File: config.mk
export PLATFORM = sky130hd
export DESIGN_NAME = ext_irq_ctrl
export DESIGN_NICKNAME = d
export VERILOG_FILES = /design/src/rtl/ext_irq_pkg.sv /design/src/rtl/irq_pin_sync.sv /design/src/rtl/irq_req_latch.sv /design/src/rtl/irq_ctrl_reg.sv /design/src/rtl/ext_irq_ctrl.sv
export SDC_FILE = /design/constraint.sdc
export NUM_CORES = 1
export LEC_CHECK = 0
export ABC_AREA = 0
export BUFFER_PORTS_ARGS = -buffer_cell sky130_fd_sc_hd__clkbuf_2
export CORE_AREA = 2 2 39 41
export CTS_CLUSTER_SIZE = 14
export DETAILED_ROUTE_END_ITERATION = 6
export DIE_AREA = 0 0 41 43
export GPL_ROUTABILITY_DRIVEN = 0
export HOLD_SLACK_MARGIN = 0.1
export PLACE_DENSITY = 0.57
export SLEW_MARGIN = 20
export SYNTH_ARGS = -nofsm -noshare
export SYNTH_HDL_FRONTEND = slang
export SYNTH_HIERARCHICAL = 1
export SYNTH_SLANG_ARGS = --single-unit
export TNS_END_PERCENT = 10
File: constraint.sdc
create_clock -name clk -period 1.2 [get_ports clk]
set_input_delay 0 -clock clk [delete_from_list [all_inputs] [get_ports clk]]
set_output_delay 0 -clock clk [all_outputs]
set_load 0.01 [all_outputs]
File: src/rtl/ext_irq_pkg.sv
package ext_irq_pkg;
   localparam int unsigned MASK_BIT   = 0;
   localparam int unsigned MODE_BIT   = 1;
   localparam int unsigned ACK_BIT    = 2;
   localparam int unsigned FLAG_BIT   = 3;
   localparam int unsigned CTRL_MIN_W = 4;

   typedef struct packed {
      logic level_mode;
      logic mask;
   } irq_ctrl_t;
endpackage

File: src/rtl/irq_pin_sync.sv
module irq_pin_sync #(
   parameter int unsigned STAGES = 2
) (
   input  logic clk,
   input  logic rst_n,
   input  logic pin_n,
   output logic level_o,
   output logic fall_o
);
   localparam int unsigned LAST = STAGES - 1;

   if (STAGES < 2) begin : g_bad_stages
      $error("irq_pin_sync: STAGES must be at least 2");
   end

   logic [STAGES-1:0] stage_q;
   logic              prev_q;

   // pin idles high: reset the chain to the inactive level
   always_ff @(posedge clk or negedge rst_n) begin
      if (!rst_n) begin
         stage_q <= '1;
         prev_q  <= 1'b1;
      end else begin
         stage_q <= {stage_q[STAGES-2:0], pin_n};
         prev_q  <= stage_q[LAST];
      end
   end

   assign level_o = stage_q[LAST];
   assign fall_o  = prev_q & ~stage_q[LAST];
endmodule

File: src/rtl/irq_req_latch.sv
module irq_req_latch (
   input  logic clk,
   input  logic rst_n,
   input  logic set_i,
   input  logic clr_i,
   output logic lat_o
);
   // set has priority over clear
   always_ff @(posedge clk or negedge rst_n) begin
      if (!rst_n)     lat_o <= 1'b0;
      else if (set_i) lat_o <= 1'b1;
      else if (clr_i) lat_o <= 1'b0;
   end
endmodule

File: src/rtl/irq_ctrl_reg.sv
module irq_ctrl_reg
   import ext_irq_pkg::*;
#(
   parameter int unsigned DATA_W = 8
) (
   input  logic              clk,
   input  logic              rst_n,
   input  logic              wr_i,
   input  logic [DATA_W-1:0] wdata_i,
   output irq_ctrl_t         ctrl_o,
   output logic              ack_o
);
   if (DATA_W < CTRL_MIN_W) begin : g_bad_width
      $error("irq_ctrl_reg: DATA_W must be at least CTRL_MIN_W");
   end

   logic unused_wbits;
   assign unused_wbits = ^wdata_i;

   always_ff @(posedge clk or negedge rst_n) begin
      if (!rst_n) begin
         ctrl_o <= '0;
      end else if (wr_i) begin
         ctrl_o.mask       <= wdata_i[MASK_BIT];
         ctrl_o.level_mode <= wdata_i[MODE_BIT];
      end
   end

   assign ack_o = wr_i & wdata_i[ACK_BIT];
endmodule

File: src/rtl/ext_irq_ctrl.sv
module ext_irq_ctrl
   import ext_irq_pkg::*;
#(
   parameter int unsigned SYNC_STAGES = 2,
   parameter int unsigned DATA_W      = 8
) (
   input  logic              clk,
   input  logic              rst_n,
   input  logic              irq_pin_n,
   input  logic              vec_fetch_ack,
   input  logic              reg_wr,
   input  logic [DATA_W-1:0] reg_wdata,
   output logic [DATA_W-1:0] reg_rdata,
   output logic              irq_out,
   output logic              pin_level
);
   localparam int unsigned PAD_W = DATA_W - CTRL_MIN_W;

   logic      level_s;
   logic      fall_s;
   logic      sw_ack;
   logic      lat_q;
   logic      pending;
   irq_ctrl_t ctrl;

   irq_pin_sync #(.STAGES(SYNC_STAGES)) i_sync (
      .clk    (clk),
      .rst_n  (rst_n),
      .pin_n  (irq_pin_n),
      .level_o(level_s),
      .fall_o (fall_s)
   );

   irq_ctrl_reg #(.DATA_W(DATA_W)) i_reg (
      .clk    (clk),
      .rst_n  (rst_n),
      .wr_i   (reg_wr),
      .wdata_i(reg_wdata),
      .ctrl_o (ctrl),
      .ack_o  (sw_ack)
   );

   irq_req_latch i_lat (
      .clk  (clk),
      .rst_n(rst_n),
      .set_i(fall_s),
      .clr_i(vec_fetch_ack | sw_ack),
      .lat_o(lat_q)
   );

   // level mode keeps the request alive while the pin is low
   assign pending   = lat_q | (ctrl.level_mode & ~level_s);
   assign irq_out   = pending & ~ctrl.mask;
   assign pin_level = level_s;

   if (PAD_W > 0) begin : g_pad
      assign reg_rdata = {{PAD_W{1'b0}}, pending, 1'b0, ctrl.level_mode, ctrl.mask};
   end else begin : g_nopad
      assign reg_rdata = {pending, 1'b0, ctrl.level_mode, ctrl.mask};
   end
endmodule

# Word level (Yosys, flattened, before mapping)
# Index checks and enable logic that the tools add are counted.
# op_classes
muxes,2
n_bitwise,8
n_reduce_logical,1
# op_table
cell,n
1-bit bitwise AND,4
1-bit 2-to-1 mux,2
1-bit inverter,2
1-bit bitwise OR,2
2-bit nonzero test,1
# totals
ff_bits,6
input_bits,13
out_inout_bits,10
wordCells,16

# Longest topological paths before layout
# logic_depth
depth_word,4
mapped_depth,4
depth_no_buf,4

# By module
# The synthesis kept the hierarchy.
# modules_own_cells
mod,instances,cells_each,area_each_um2,seq_area_each_um2
irq_pin_sync,1,4,92.6,78.8
ext_irq_ctrl,1,12,85.1,0.0
irq_ctrl_reg,1,5,80.1,50.0
irq_req_latch,1,3,36.3,25.0

# Least setup slack after synthesis
# OpenSTA, ideal clock, no wires.
# synth_path
path_kind,reg-to-output
from,reg i_sync.stage_q[1]
to,out reg_rdata[3]
arrival_ps,896
t_required_ps,1200
setup_slack_ps,304
stages_incl_launch_ff,4
path_buffers,1
path_cell_list,dfstp_2 -> nand2b_4 -> nand2_1 -> buf_4
# synth_between
elab_chain_cells,3
# synth_rtl
element,line_no,rtl
from (decl),irq_pin_sync.sv:16,logic [STAGES-1:0] stage_q;
from (signal assigned),irq_pin_sync.sv:25,"stage_q <= {stage_q[STAGES-2:0], pin_n};"
1-bit inverter,ext_irq_ctrl.sv:52,assign pending = lat_q | (ctrl.level_mode & ~level_s);
1-bit bitwise AND,ext_irq_ctrl.sv:52,
1-bit bitwise OR,ext_irq_ctrl.sv:52,
to (decl),ext_irq_ctrl.sv:13,"output logic [DATA_W-1:0] reg_rdata,"
# Every way passes these cells.

# Worst setup path in the final report
# Ends and elaborated chain as after synthesis.

==> impl_metrics.json <==
{
  "status": "completed",
  "clock-sinks": 6,
  "ant_nets": 0,
  "final-hold-violation-count": 0,
  "cp_data_arrival_time_ns": 1.12,
  "critPathRequiredTime_ns": 1.20,
  "syn_avg_cell_area_um2": 12.25,
  "ff2ff_path_depth": 2,
  "synth_area_leaders": "dfstp_2 27%, dfrtp_1 26%, buf_4 15%, mux2_2 7.7%, nand2b_4 4.7%",
  "ir_drop_v": 0.0004953,
  "cts_tree": "yes",
  "clk_path_buf_depth": 2,
  "synth_area_um2": 294.0,
  "grt_first_pass_wirelength_um": 683,
  "finalMaxSlewViolations": 0,
  "final_cell_mix": "12 x clkbuf_2, 7 x dlygate4sd3_1, 5 x conb_1",
  "fin_ws_ns": 0.07803,
  "overflow": 0,
  "synth-seq-area-share": 0.5234,
  "dr.pass1.iters": 2,
  "row_count": 14,
  "holdPathStages": 4,
  "routedWlPerCell_um": 8.098,
  "routed_via_density": 3.328,
  "die_h_um": 43,
  "n_fill_cell": 159,
  "antenna_found_initial": 0,
  "postSynthCellCount": 24,
  "insertion_delay_ns": 0.25,
  "hold_class": "in -> reg",
  "ys_seq_elements": 6,
  "dpl_cell_area_um2": 344.1,
  "synth_top_area_cell": "dfstp_2",
  "cts-root-buf": "clkbuf_4",
  "power_density_nw_per_um2": 1205,
  "vias": 203,
  "finalCritPeriodShare": 0.9350,
  "startpoint_type": "flip-flop",
  "ioPinCount": 23,
  "drt-total-wl_um": 494,
  "area_growth_pct": 49.79,
  "drv_cap": 0,
  "grt_pass1_vias": 181,
  "cts_buffers": 3,
  "ctsResizeCount": 0,
  "setup_violations": 0,
  "io_buffers": 12,
  "drc": 0,
  "worst-path-max-fanout": 4,
  "critPathKind": "reg -> out",
  "yosysUniqueCellTypes": 13,
  "place_ws_ns": 0.3259,
  "layout.nets": 59,
  "p_leak_nw": 0.2313,
  "fp.dieW_um": 41,
  "final_common_cell": "clkbuf_2",
  "start_util": 0.2125,
  "fin_worst_skew_ns": 0.009665,
  "power_uw": 530.5,
  "max_freq_mhz": 891.3,
  "worst_setup_path_end_kind": "output port",
  "dieArea_um2": 1763,
  "first_iter_violations": 2,
  "drive_gt1_frac": 0.5333,
  "cts.clk_slew.worst_paths_ns": 0.05,
  "yosysWarnings": 6,
  "rsz0062_at_grt": "no",
  "antennaDiodeCount": 0,
  "yosysTopAreaCellShare": 0.2681,
  "core_area_um2": 1384,
  "fin_tns_setup_ns": 0,
  "grt_max_degree": 6,
  "cts-htree-levels": 1,
  "fin_area_um2": 440.4,
  "min_period_ns": 1.122,
  "grt_use_total": 0.06775
}
metrics by stage:
step | utilization | hold slack, ns | cells
CTS | 0.3183 | 0.1168 | 61
finish | 0.3183 | 0.1194 | 61
global placement | 0.2486 | -0.1699 | 50
global route | 0.3183 | 0.1343 | 61
detailed placement | 0.2486 | -0.1690 | 50
floorplan | - | -0.2956 | 28
area by class of cell:
| type | instances | area [um^2] | area share |
|---|---|---|---|
| multi-input combinational | 14 | 102.6 | 0.2330 |
| inverter | 2 | 7.507 | 0.01705 |
| timing repair buffer | 19 | 130.1 | 0.2955 |
| sequential | 6 | 153.9 | 0.3494 |
| clock buffer | 4 | 26.28 | 0.05966 |
| tap | 16 | 20.02 | 0.04545 |
synthesized netlist by cell type:
master,count
a21oi_2,1
nand2b_4,1
or2_1,1
mux2_2,2
dfstp_2,3
inv_1,2
dfrtp_1,3
a21o_1,1
conb_1,1
nand2_1,1
buf_4,6
and2_2,1
nor2b_4,1
state kept, by name, summed over array words and instances, names as in the netlist:
| signal | flops |
|---|---|
| i_reg/ctrl_o | 2 |
| i_sync/stage_q | 2 |
| i_lat/lat_o | 1 |
| i_sync/prev_q | 1 |
per-layer routing:
layer	global-route usage	wire, um
met1	0.05263	186
met4	0.06000	0
met3	0.06283	51
met2	0.09375	256
met5	0	0
kinds of logic (layout without fill, tap and decap cells):
kind of cell | after synthesis | count (layout) | synth area share
AND/OR/NAND/NOR | 5 | 5 | 0.1532
buffers and inverters | 8 | 25 | 0.1787
other | 1 | 5 | 0.01275
AO/OA/AOI/OAI | 2 | 2 | 0.05533
flip-flops | 6 | 6 | 0.5234
multiplexers | 2 | 2 | 0.07659
where the power goes:
part	switching (mW)	internal, mW
Sequential	0.0121	0.222
Clock	0.0786	0.126
Combinational	0.0397	0.0521
Total	0.130	0.400
worst max-delay path, cell delays in order, from the launching register on:
cell and delay, ns:
dfstp_2 0.57, nand2b_4 0.14, nand2_1 0.05, clkbuf_2 0.12
worst paths after layout:
check / start / end / slack, ns
worst min-delay path: vec_fetch_ack / i_lat/lat_o / 0.12
min in group asynchronous: rst_n / i_sync/prev_q / 0.27
worst max-delay path: i_sync/stage_q[1] / reg_rdata[3] / 0.08
max in group asynchronous: rst_n / i_lat/lat_o / 0.39
worst max register to register: i_sync/stage_q[1] / i_lat/lat_o / 0.34
worst min register to register: i_sync/stage_q[0] / i_sync/stage_q[1] / 0.36
timing repair:
action | 4_1_cts | 5_1_grt
hold buffers | 7 | 0
setup endpoints to repair | 0 | 0
hold endpoints to repair | 9 | 0
setup buffers | 0 | 0
Power figures use the tool's default switching activity.
